[config.mk]
export PLATFORM = sky130hd
export DESIGN_NAME = gpio_grp_irq
export DESIGN_NICKNAME = d
export VERILOG_FILES = /design/src/rtl/gpio_grp_pkg.sv /design/src/rtl/gpio_grp_sync.sv /design/src/rtl/gpio_grp_unit.sv /design/src/rtl/gpio_grp_irq.sv
export SDC_FILE = /design/constraint.sdc
export NUM_CORES = 1
export LEC_CHECK = 0
export BUFFER_PORTS_ARGS = -buffer_cell sky130_fd_sc_hd__clkbuf_2
export CELL_PAD_IN_SITES_DETAIL_PLACEMENT = 0
export CELL_PAD_IN_SITES_GLOBAL_PLACEMENT = 1
export CORE_ASPECT_RATIO = 0.8
export CORE_MARGIN = 2
export CORE_UTILIZATION = 36
export DETAILED_ROUTE_END_ITERATION = 7
export GPL_ROUTABILITY_DRIVEN = 1
export PLACE_DENSITY = 0.82
export SETUP_SLACK_MARGIN = 0.02
export SLEW_MARGIN = 40
export SYNTH_ARGS = -nofsm -noshare
export SYNTH_HDL_FRONTEND = slang
export SYNTH_SLANG_ARGS = --single-unit
[constraint.sdc]
create_clock -name clk -period 1.36 [get_ports clk]
set_input_delay 0.136 -clock clk [delete_from_list [all_inputs] [get_ports clk]]
set_output_delay 0.136 -clock clk [all_outputs]
set_load 0.02 [all_outputs]
[src/rtl/gpio_grp_pkg.sv]
package gpio_grp_pkg;

    localparam int OFS_W = 2;

    typedef enum logic [OFS_W-1:0] {
        OFS_CTRL   = 2'd0,
        OFS_MEMBER = 2'd1,
        OFS_POLAR  = 2'd2,
        OFS_STATUS = 2'd3
    } ofs_e;

    // control register fields
    localparam int CTRL_AND_BIT  = 0;
    localparam int CTRL_EDGE_BIT = 1;
    localparam int CTRL_EN_BIT   = 2;
    localparam int CTRL_INIT_BIT = 3;

    // status register fields
    localparam int STAT_COND_BIT = 0;
    localparam int STAT_FLAG_BIT = 1;

endpackage

[src/rtl/gpio_grp_sync.sv]
module gpio_grp_sync #(
    parameter int WIDTH = 8
) (
    input  logic             clk,
    input  logic             rst_n,
    input  logic [WIDTH-1:0] async_i,
    output logic [WIDTH-1:0] sync_o
);

    typedef struct packed {
        logic [WIDTH-1:0] stage1;
        logic [WIDTH-1:0] stage2;
    } sync_t;

    sync_t sync_d, sync_q;

    always_comb begin
        sync_d        = sync_q;
        sync_d.stage1 = async_i;
        sync_d.stage2 = sync_q.stage1;
    end

    always_ff @(posedge clk or negedge rst_n) begin
        if (!rst_n) begin
            sync_q <= '0;
        end else begin
            sync_q <= sync_d;
        end
    end

    assign sync_o = sync_q.stage2;

endmodule

[src/rtl/gpio_grp_unit.sv]
module gpio_grp_unit
    import gpio_grp_pkg::*;
#(
    parameter int N_PINS = 8
) (
    input  logic              clk,
    input  logic              rst_n,
    input  logic [N_PINS-1:0] pins_i,
    input  logic              wr_i,
    input  logic [OFS_W-1:0]  ofs_i,
    input  logic [N_PINS-1:0] wdata_i,
    output logic [N_PINS-1:0] member_o,
    output logic [N_PINS-1:0] polar_o,
    output logic              and_o,
    output logic              edge_o,
    output logic              en_o,
    output logic              cond_o,
    output logic              flag_o,
    output logic              irq_o
);

    typedef struct packed {
        logic [N_PINS-1:0] member;
        logic [N_PINS-1:0] polar;
        logic              and_mode;
        logic              edge_mode;
        logic              irq_en;
        logic              cond;
        logic              flag;
    } grp_t;

    grp_t grp_d, grp_q;

    logic [N_PINS-1:0] active;
    logic              or_term;
    logic              and_term;
    logic              cond_now;
    logic              rise;
    logic              do_init;
    logic              do_clr;

    always_comb begin
        active   = ~(pins_i ^ grp_q.polar);
        or_term  = |(active & grp_q.member);
        // an empty AND group is held false
        and_term = (&(active | ~grp_q.member)) & (|grp_q.member);
        cond_now = grp_q.and_mode ? and_term : or_term;
        rise     = cond_now & ~grp_q.cond;
        do_init  = wr_i && (ofs_i == OFS_CTRL) && wdata_i[CTRL_INIT_BIT];
        do_clr   = wr_i && (ofs_i == OFS_STATUS) && wdata_i[STAT_FLAG_BIT];

        grp_d      = grp_q;
        grp_d.cond = cond_now;

        if (wr_i) begin
            case (ofs_e'(ofs_i))
                OFS_CTRL: begin
                    grp_d.and_mode  = wdata_i[CTRL_AND_BIT];
                    grp_d.edge_mode = wdata_i[CTRL_EDGE_BIT];
                    grp_d.irq_en    = wdata_i[CTRL_EN_BIT];
                end
                OFS_MEMBER: grp_d.member = wdata_i;
                OFS_POLAR:  grp_d.polar  = wdata_i;
                default: ;
            endcase
        end

        // priority: init, then a new rising edge, then a software clear
        if (do_clr) begin
            grp_d.flag = 1'b0;
        end
        if (rise) begin
            grp_d.flag = 1'b1;
        end
        if (do_init) begin
            grp_d.member = '0;
            grp_d.irq_en = 1'b0;
            grp_d.flag   = 1'b0;
        end
    end

    always_ff @(posedge clk or negedge rst_n) begin
        if (!rst_n) begin
            grp_q <= '0;
        end else begin
            grp_q <= grp_d;
        end
    end

    assign member_o = grp_q.member;
    assign polar_o  = grp_q.polar;
    assign and_o    = grp_q.and_mode;
    assign edge_o   = grp_q.edge_mode;
    assign en_o     = grp_q.irq_en;
    assign cond_o   = grp_q.cond;
    assign flag_o   = grp_q.flag;
    assign irq_o    = grp_q.irq_en & (grp_q.edge_mode ? grp_q.flag : grp_q.cond);

endmodule

[src/rtl/gpio_grp_irq.sv]
module gpio_grp_irq
    import gpio_grp_pkg::*;
#(
    parameter int  N_PINS   = 8,
    parameter int  N_GROUPS = 2,
    parameter int  DATA_W   = 32,
    localparam int GRP_W    = (N_GROUPS > 1) ? $clog2(N_GROUPS) : 1,
    localparam int ADDR_W   = OFS_W + GRP_W
) (
    input  logic                clk,
    input  logic                rst_n,
    input  logic [N_PINS-1:0]   pins_i,
    input  logic                wr_en_i,
    input  logic [ADDR_W-1:0]   addr_i,
    input  logic [DATA_W-1:0]   wdata_i,
    output logic [DATA_W-1:0]   rdata_o,
    output logic [N_GROUPS-1:0] irq_o
);

    logic [N_PINS-1:0]               pins_s;
    logic [GRP_W-1:0]                addr_grp;
    ofs_e                            addr_ofs;

    logic [N_GROUPS-1:0][N_PINS-1:0] grp_member;
    logic [N_GROUPS-1:0][N_PINS-1:0] grp_polar;
    logic [N_GROUPS-1:0]             grp_and;
    logic [N_GROUPS-1:0]             grp_edge;
    logic [N_GROUPS-1:0]             grp_en;
    logic [N_GROUPS-1:0]             grp_cond;
    logic [N_GROUPS-1:0]             grp_flag;

    assign addr_grp = addr_i[ADDR_W-1:OFS_W];
    assign addr_ofs = ofs_e'(addr_i[OFS_W-1:0]);

    gpio_grp_sync #(
        .WIDTH (N_PINS)
    ) u_sync (
        .clk     (clk),
        .rst_n   (rst_n),
        .async_i (pins_i),
        .sync_o  (pins_s)
    );

    for (genvar g = 0; g < N_GROUPS; g++) begin : g_grp
        logic wr_hit;
        assign wr_hit = wr_en_i && (addr_grp == GRP_W'(g));

        gpio_grp_unit #(
            .N_PINS (N_PINS)
        ) u_unit (
            .clk      (clk),
            .rst_n    (rst_n),
            .pins_i   (pins_s),
            .wr_i     (wr_hit),
            .ofs_i    (addr_i[OFS_W-1:0]),
            .wdata_i  (wdata_i[N_PINS-1:0]),
            .member_o (grp_member[g]),
            .polar_o  (grp_polar[g]),
            .and_o    (grp_and[g]),
            .edge_o   (grp_edge[g]),
            .en_o     (grp_en[g]),
            .cond_o   (grp_cond[g]),
            .flag_o   (grp_flag[g]),
            .irq_o    (irq_o[g])
        );
    end

    if (DATA_W > N_PINS) begin : g_wide
        logic unused_wdata_hi;
        assign unused_wdata_hi = ^wdata_i[DATA_W-1:N_PINS];
    end

    always_comb begin
        rdata_o = '0;
        for (int g = 0; g < N_GROUPS; g++) begin
            if (addr_grp == GRP_W'(g)) begin
                case (addr_ofs)
                    OFS_CTRL: begin
                        rdata_o[CTRL_AND_BIT]  = grp_and[g];
                        rdata_o[CTRL_EDGE_BIT] = grp_edge[g];
                        rdata_o[CTRL_EN_BIT]   = grp_en[g];
                    end
                    OFS_MEMBER: rdata_o[N_PINS-1:0] = grp_member[g];
                    OFS_POLAR:  rdata_o[N_PINS-1:0] = grp_polar[g];
                    OFS_STATUS: begin
                        rdata_o[STAT_COND_BIT] = grp_cond[g];
                        rdata_o[STAT_FLAG_BIT] = grp_flag[g];
                    end
                    default: ;
                endcase
            end
        end
    end

endmodule

Yosys cells after proc, flatten, opt, wreduce, memory -nomap -nowiden

Index checks and enable logic that the tools add are counted.

Eq/ne operators: 3
Mux-type cells: 29
Bitwise operators: 19
Reduce and logical (&&, ||, !) cells: 33

Operators with widths:

| cell                 | count |
|---|---|
| $mux W8              | 7 |
| $mux W19             | 2 |
| $not A8 Y8           | 4 |
| $reduce_or A8 Y1     | 4 |
| $pmux W5 S2          | 2 |
| $and A8 B8 Y8        | 2 |
| $or A8 B8 Y8         | 2 |
| $pmux W2 S4          | 2 |
| $reduce_and A2 Y1    | 8 |
| $reduce_and A8 Y1    | 2 |
| $xor A8 B8 Y8        | 2 |
| $mux W1              | 12 |
| $reduce_bool A2 Y1   | 6 |
| $logic_and A1 B1 Y1  | 10 |
| $and A1 B1 Y1        | 6 |
| $mux W3              | 2 |
| $pmux W1 S3          | 2 |
| $reduce_bool A3 Y1   | 2 |
| $eq A2 B2 Y1 const B | 2 |
| $not A1 Y1           | 3 |
| $eq A2 B1 Y1 const B | 1 |
| $logic_not A2 Y1     | 1 |

Register bits: 58
Input port bits: 46

Depth between registers and ports, before layout

Word-level depth: 9
Mapped depth: 7

Hierarchy

Synthesis repeated with hierarchy kept, for this count alone.

Cells, all modules: 271
Area total of the unflattened synthesis: 3,036.7 um^2

Modules (own cells, without submodules):

| module        | instances | cells each | area each (um^2) |
|---|---|---|---|
| gpio_grp_unit | 2         | 89         | 1,022.2 |
| gpio_grp_irq  | 1         | 77         | 591.8 |
| gpio_grp_sync | 1         | 16         | 400.4 |

Worst setup path after synthesis

OpenSTA, ideal clock, no wires.

Path type: input -> output
Start: input addr_i[0]
End: output rdata_o[2]
Arrival: 1.620 ns
Data required time: 1.224 ns
Path slack: -0.396 ns
Cell stages on the path: 6
Path buffers: 2
Cell sequence: inv_1 ha_1 clkbuf_1 buf_1 a22oi_1 a311oi_1

Word-level cells in the longest chain between the ends: 5
Elaborated cells between the ends (all ways): 7
Classes of those cells: eq/ne: 2; mux: 4; reduce/logical: 1

RTL lines:

| item                                 | RTL line           | source |
|---|---|---|
| start: declaration                   | gpio_grp_irq.sv:14 | `input logic [ADDR_W-1:0] addr_i,` |
| $eq A2 B2 Y1 (tied with other cells) | gpio_grp_irq.sv:77 | `case (addr_ofs)` |
| $pmux W1 S3                          | gpio_grp_irq.sv:77 |  |
| $mux W8                              | gpio_grp_irq.sv:76 | `if (addr_grp == GRP_W'(g)) begin` |
| $pmux W1 S3                          | gpio_grp_irq.sv:77 |  |
| $mux W8 *                            | gpio_grp_irq.sv:76 |  |
| end: declaration                     | gpio_grp_irq.sv:16 | `output logic [DATA_W-1:0] rdata_o,` |

Mark *: on every way between the ends. The rest lies on a longest branch, timed or not.

Worst setup path in the final report

Start: register g_grp[1].u_unit.grp_q (netlist bit g_grp[1].u_unit.polar_o[1])
End: output rdata_o[1]

Word-level cells in the longest chain between the ends: 2

RTL lines:

| item                     | RTL line            | source |
|---|---|---|
| start: declaration       | gpio_grp_unit.sv:32 | `grp_t grp_d, grp_q;` |
| start signal: assignment | gpio_grp_unit.sv:86 | `grp_q <= grp_d;` |
| $pmux W2 S4              | gpio_grp_irq.sv:77  |  |
| $mux W8                  | gpio_grp_irq.sv:76  |  |

No other way between the ends.

==> results.yml <==
critical_path:
  reg2reg_depth: 5
  crit_family: "multiplexers"
  slowest_stage: "mux4_2"
  crit_type: "flip-flop to primary output"
  cp_num_cells: 4
  cp-end-kind: "primary output"
  crit_buf_inv: 2
  cp_data_arrival_time_ns: 1.86
  critical_path_peak_fanout: 3
  path_cells: "a222oi_1, inv_1, mux4_2, buf_6"
  crit_path_start_kind: "flip-flop"
  cpPeakStageDelay_ns: 0.47
  critPathRequiredTime_ns: 1.22
job:
  maxCapViolations: 0
timing:
  fin_ws_ns: -0.635
  setup_viol: 14
  finalHoldViolCount: 0
  fin_crit_ns: 1.99
  finalCritPeriodShare_pct: 147
  rsz0062_at_grt: "true"
  fmax_mhz: 501
  skew_ns: 0.00441
  drv_slew: 0
  worst_hold_slack_ns: 0.112
detailed_routing:
  routed_wirelength_um: 8810
  drc_errors: 0
  drtAntennaViolNets: 0
  num_vias: 2616
  drt_first_pass_iters: 4
  wl_per_cell_um: 16.9
  first_iter_violations: 168
  viasPerCell: 5.03
grt:
  antenna_found_initial: 0
  grt_max_degree: 59
  overflow: 0
  grt_pass1_vias: 2667
  grt_usage_pct: 20.3
  grt_pass1_wl_um: 14400
worst_hold_path:
  hold_class: "primary input to flip-flop"
  holdPathStages: 3
clock_tree:
  htree_levels: 3
  cts_tree: "done"
  cts-root-buf: "clkbuf_8"
  cts.sinks: 58
  clkTransAtPathRegs_ns: 0.07
  clkLatencyLatePin_ns: 0.34
  ctsLongestPathBuffers: 2
  cts_buffers: 9
synth:
  synth_enable_flop_cells: 0
  synthTopCellsByCount: "dfrtp_1 (58), nand2_1 (31), buf_4 (26), inv_1 (26), mux2_2 (20)"
  syn-cell-area_sq_um: 3100
  synthArstFlopShare_pct: 100
  yosys_warnings: 0
  synth_cells: 300
  ys.flop_type: "dfrtp_1"
  netlist.area_leader.share_pct: 46.9
  ys_ff_latch: 58
  yosysSeqAreaShare_pct: 46.9
  synth_area_leaders: "dfrtp_1 (47%), mux2_2 (7.3%), buf_4 (6.3%)"
  synth_top_area_cell: "dfrtp_1"
  avgSynthCellArea_sq_um: 10.3
  yosysUniqueCellTypes: 36
  yosysMostFrequentCell: "dfrtp_1"
layout:
  register_area_sq_um: 1460
  fillers: 747
  layout-drive-gt1-share_pct: 46.1
  final_area_sq_um: 4490
  multi_input_area_sq_um: 1660
  diodes: 0
  fin_nets: 455
  area_growth_pct: 44.9
outcome:
  violations: "negative setup slack"
  status: "complete, but fails checks"
floorplanning:
  fp-row-count: 30
  fp.coreArea_sq_um: 8410
  ios: 80
  start_util_pct: 36.8
  dieWidth_um: 108
  die_area_sq_um: 9360
  die_y_um: 87.0
power:
  p_per_area_nw_per_um2: 1410
  power_mw: 6.31
  p_leak_nw: 2.05
  ir_drop_v: 0.000901
placed_design:
  io_buffers: 31
  finalWeightedCongestion: 0.910
  place_area_sq_um: 3720
  dp_hpwl_um: 6210
[worst paths after layout]
check	start	end	slack (ns)
worst min-delay path	wdata_i[7]	g_grp[1].u_unit.member_o[7]$_DFFE_PN0P_	0.11
max in group asynchronous	rst_n	g_grp[1].u_unit.member_o[0]$_DFFE_PN0P_	0.74
worst min register to register	u_sync.sync_d[1]$_DFF_PN0_	u_sync.sync_o[1]$_DFF_PN0_	0.35
worst max-delay path	g_grp[1].u_unit.polar_o[1]$_DFFE_PN0P_	rdata_o[1]	-0.63
worst max register to register	u_sync.sync_o[2]$_DFF_PN0_	g_grp[1].u_unit.flag_o$_DFFE_PN0P_	-0.28
min in group asynchronous	rst_n	u_sync.sync_o[4]$_DFF_PN0_	0.34
[sequential cells by signal (all words and copies together), names as in the netlist]
register	cells
g_grp.u_unit.polar_o	16
g_grp.u_unit.en_o	2
g_grp.u_unit.and_o	2
u_sync.sync_o	8
g_grp.u_unit.flag_o	2
g_grp.u_unit.member_o	16
u_sync.sync_d	8
g_grp.u_unit.edge_o	2
g_grp.u_unit.cond_o	2
[cells by family (layout without fill, tap and decap cells)]
group | Yosys count | after routing | share of synthesized area (%)
AOI/OAI and AO/OA | 65 | 65 | 14.6
DFF | 58 | 58 | 46.9
xor gates and xnor gates | 16 | 16 | 4.53
adders and majority gates | 6 | 6 | 2.42
buffers and inverters | 64 | 149 | 11.3
other | 1 | 24 | 0.121
and+or+nand+nor | 65 | 65 | 10.5
muxes | 25 | 25 | 9.70
[area by class of cell]
class	count	share of cell area (%)
Tap cell	112	3.12
Clock inverter	5	1.73
Multi-Input combinational cell	201	36.9
Clock buffer	11	3.15
Sequential cell	58	32.6
Timing Repair Buffer	107	20.0
Inverter	26	2.51
[stage by stage]
| step | TNS (ns) | utilization (%) | worst slack [ns] | std cells |
|---|---|---|---|---|
| final | -3.59 | 53.4 | -0.635 | 520 |
| after global routing | -4.53 | 53.4 | -0.727 | 520 |
| after floorplan | -0.368 | - | -0.0999 | 323 |
| after global placement | -6.87 | 44.3 | -0.346 | 478 |
| after detailed placement | -8.28 | 44.3 | -0.444 | 478 |
| after CTS | -3.44 | 51.0 | -0.614 | 511 |
[worst register-to-register path, delay by kind of cell (launching register included)]
family | cells | cell delay, ns
and+or+nand+nor | 2 | 0.64
DFF | 1 | 0.47
xor gates and xnor gates | 1 | 0.24
AOI/OAI and AO/OA | 2 | 0.18
[per-layer routing]
layer  up-vias  share of wire [%]  GRT usage [%]
met5         -                  0              0
met2       106                 46           30.9
met4         0                1.4           6.76
li1       1215                  -              -
met3        17                6.7           4.71
met1      1278                 46           28.7
[where the power goes]
| group | leakage, nW | internal [mW] | switching (mW) |
|---|---|---|---|
| Clock | 0.109 | 1.08 | 0.690 |
| Sequential | 0.690 | 2.03 | 0.337 |
| Combinational | 1.25 | 1.18 | 0.997 |
| Total | 2.05 | 4.28 | 2.02 |
[cell usage in the layout, fill, tap and decap left out, drive strengths merged, types with 4 or more instances in the layout]
cell type | synthesis | final
mux2 | 20 | 20
buf | 32 | 77
a22oi | 16 | 16
o21ai | 8 | 8
nand2 | 31 | 31
conb | 1 | 24
nand3 | 14 | 14
a211oi | 6 | 6
dfrtp | 58 | 58
ha | 6 | 6
a222oi | 4 | 4
xor2 | 16 | 16
a221oi | 5 | 5
dlygate4sd3 | 0 | 9
clkbuf | 6 | 32
nor4 | 4 | 4
o22ai | 9 | 9
a21oi | 13 | 13
or4 | 4 | 4
inv | 26 | 26
[timing repair]
action	in CTS	in global routing
pin swaps	25	8
gates cloned	0	0
endpoints found under the hold margin	66	0
buffers inserted	8	9
hold buffers	9	0
gates resized for setup	39	42
endpoints found under the setup margin	14	14
No activity file was read; power rests on OpenSTA's default activity.
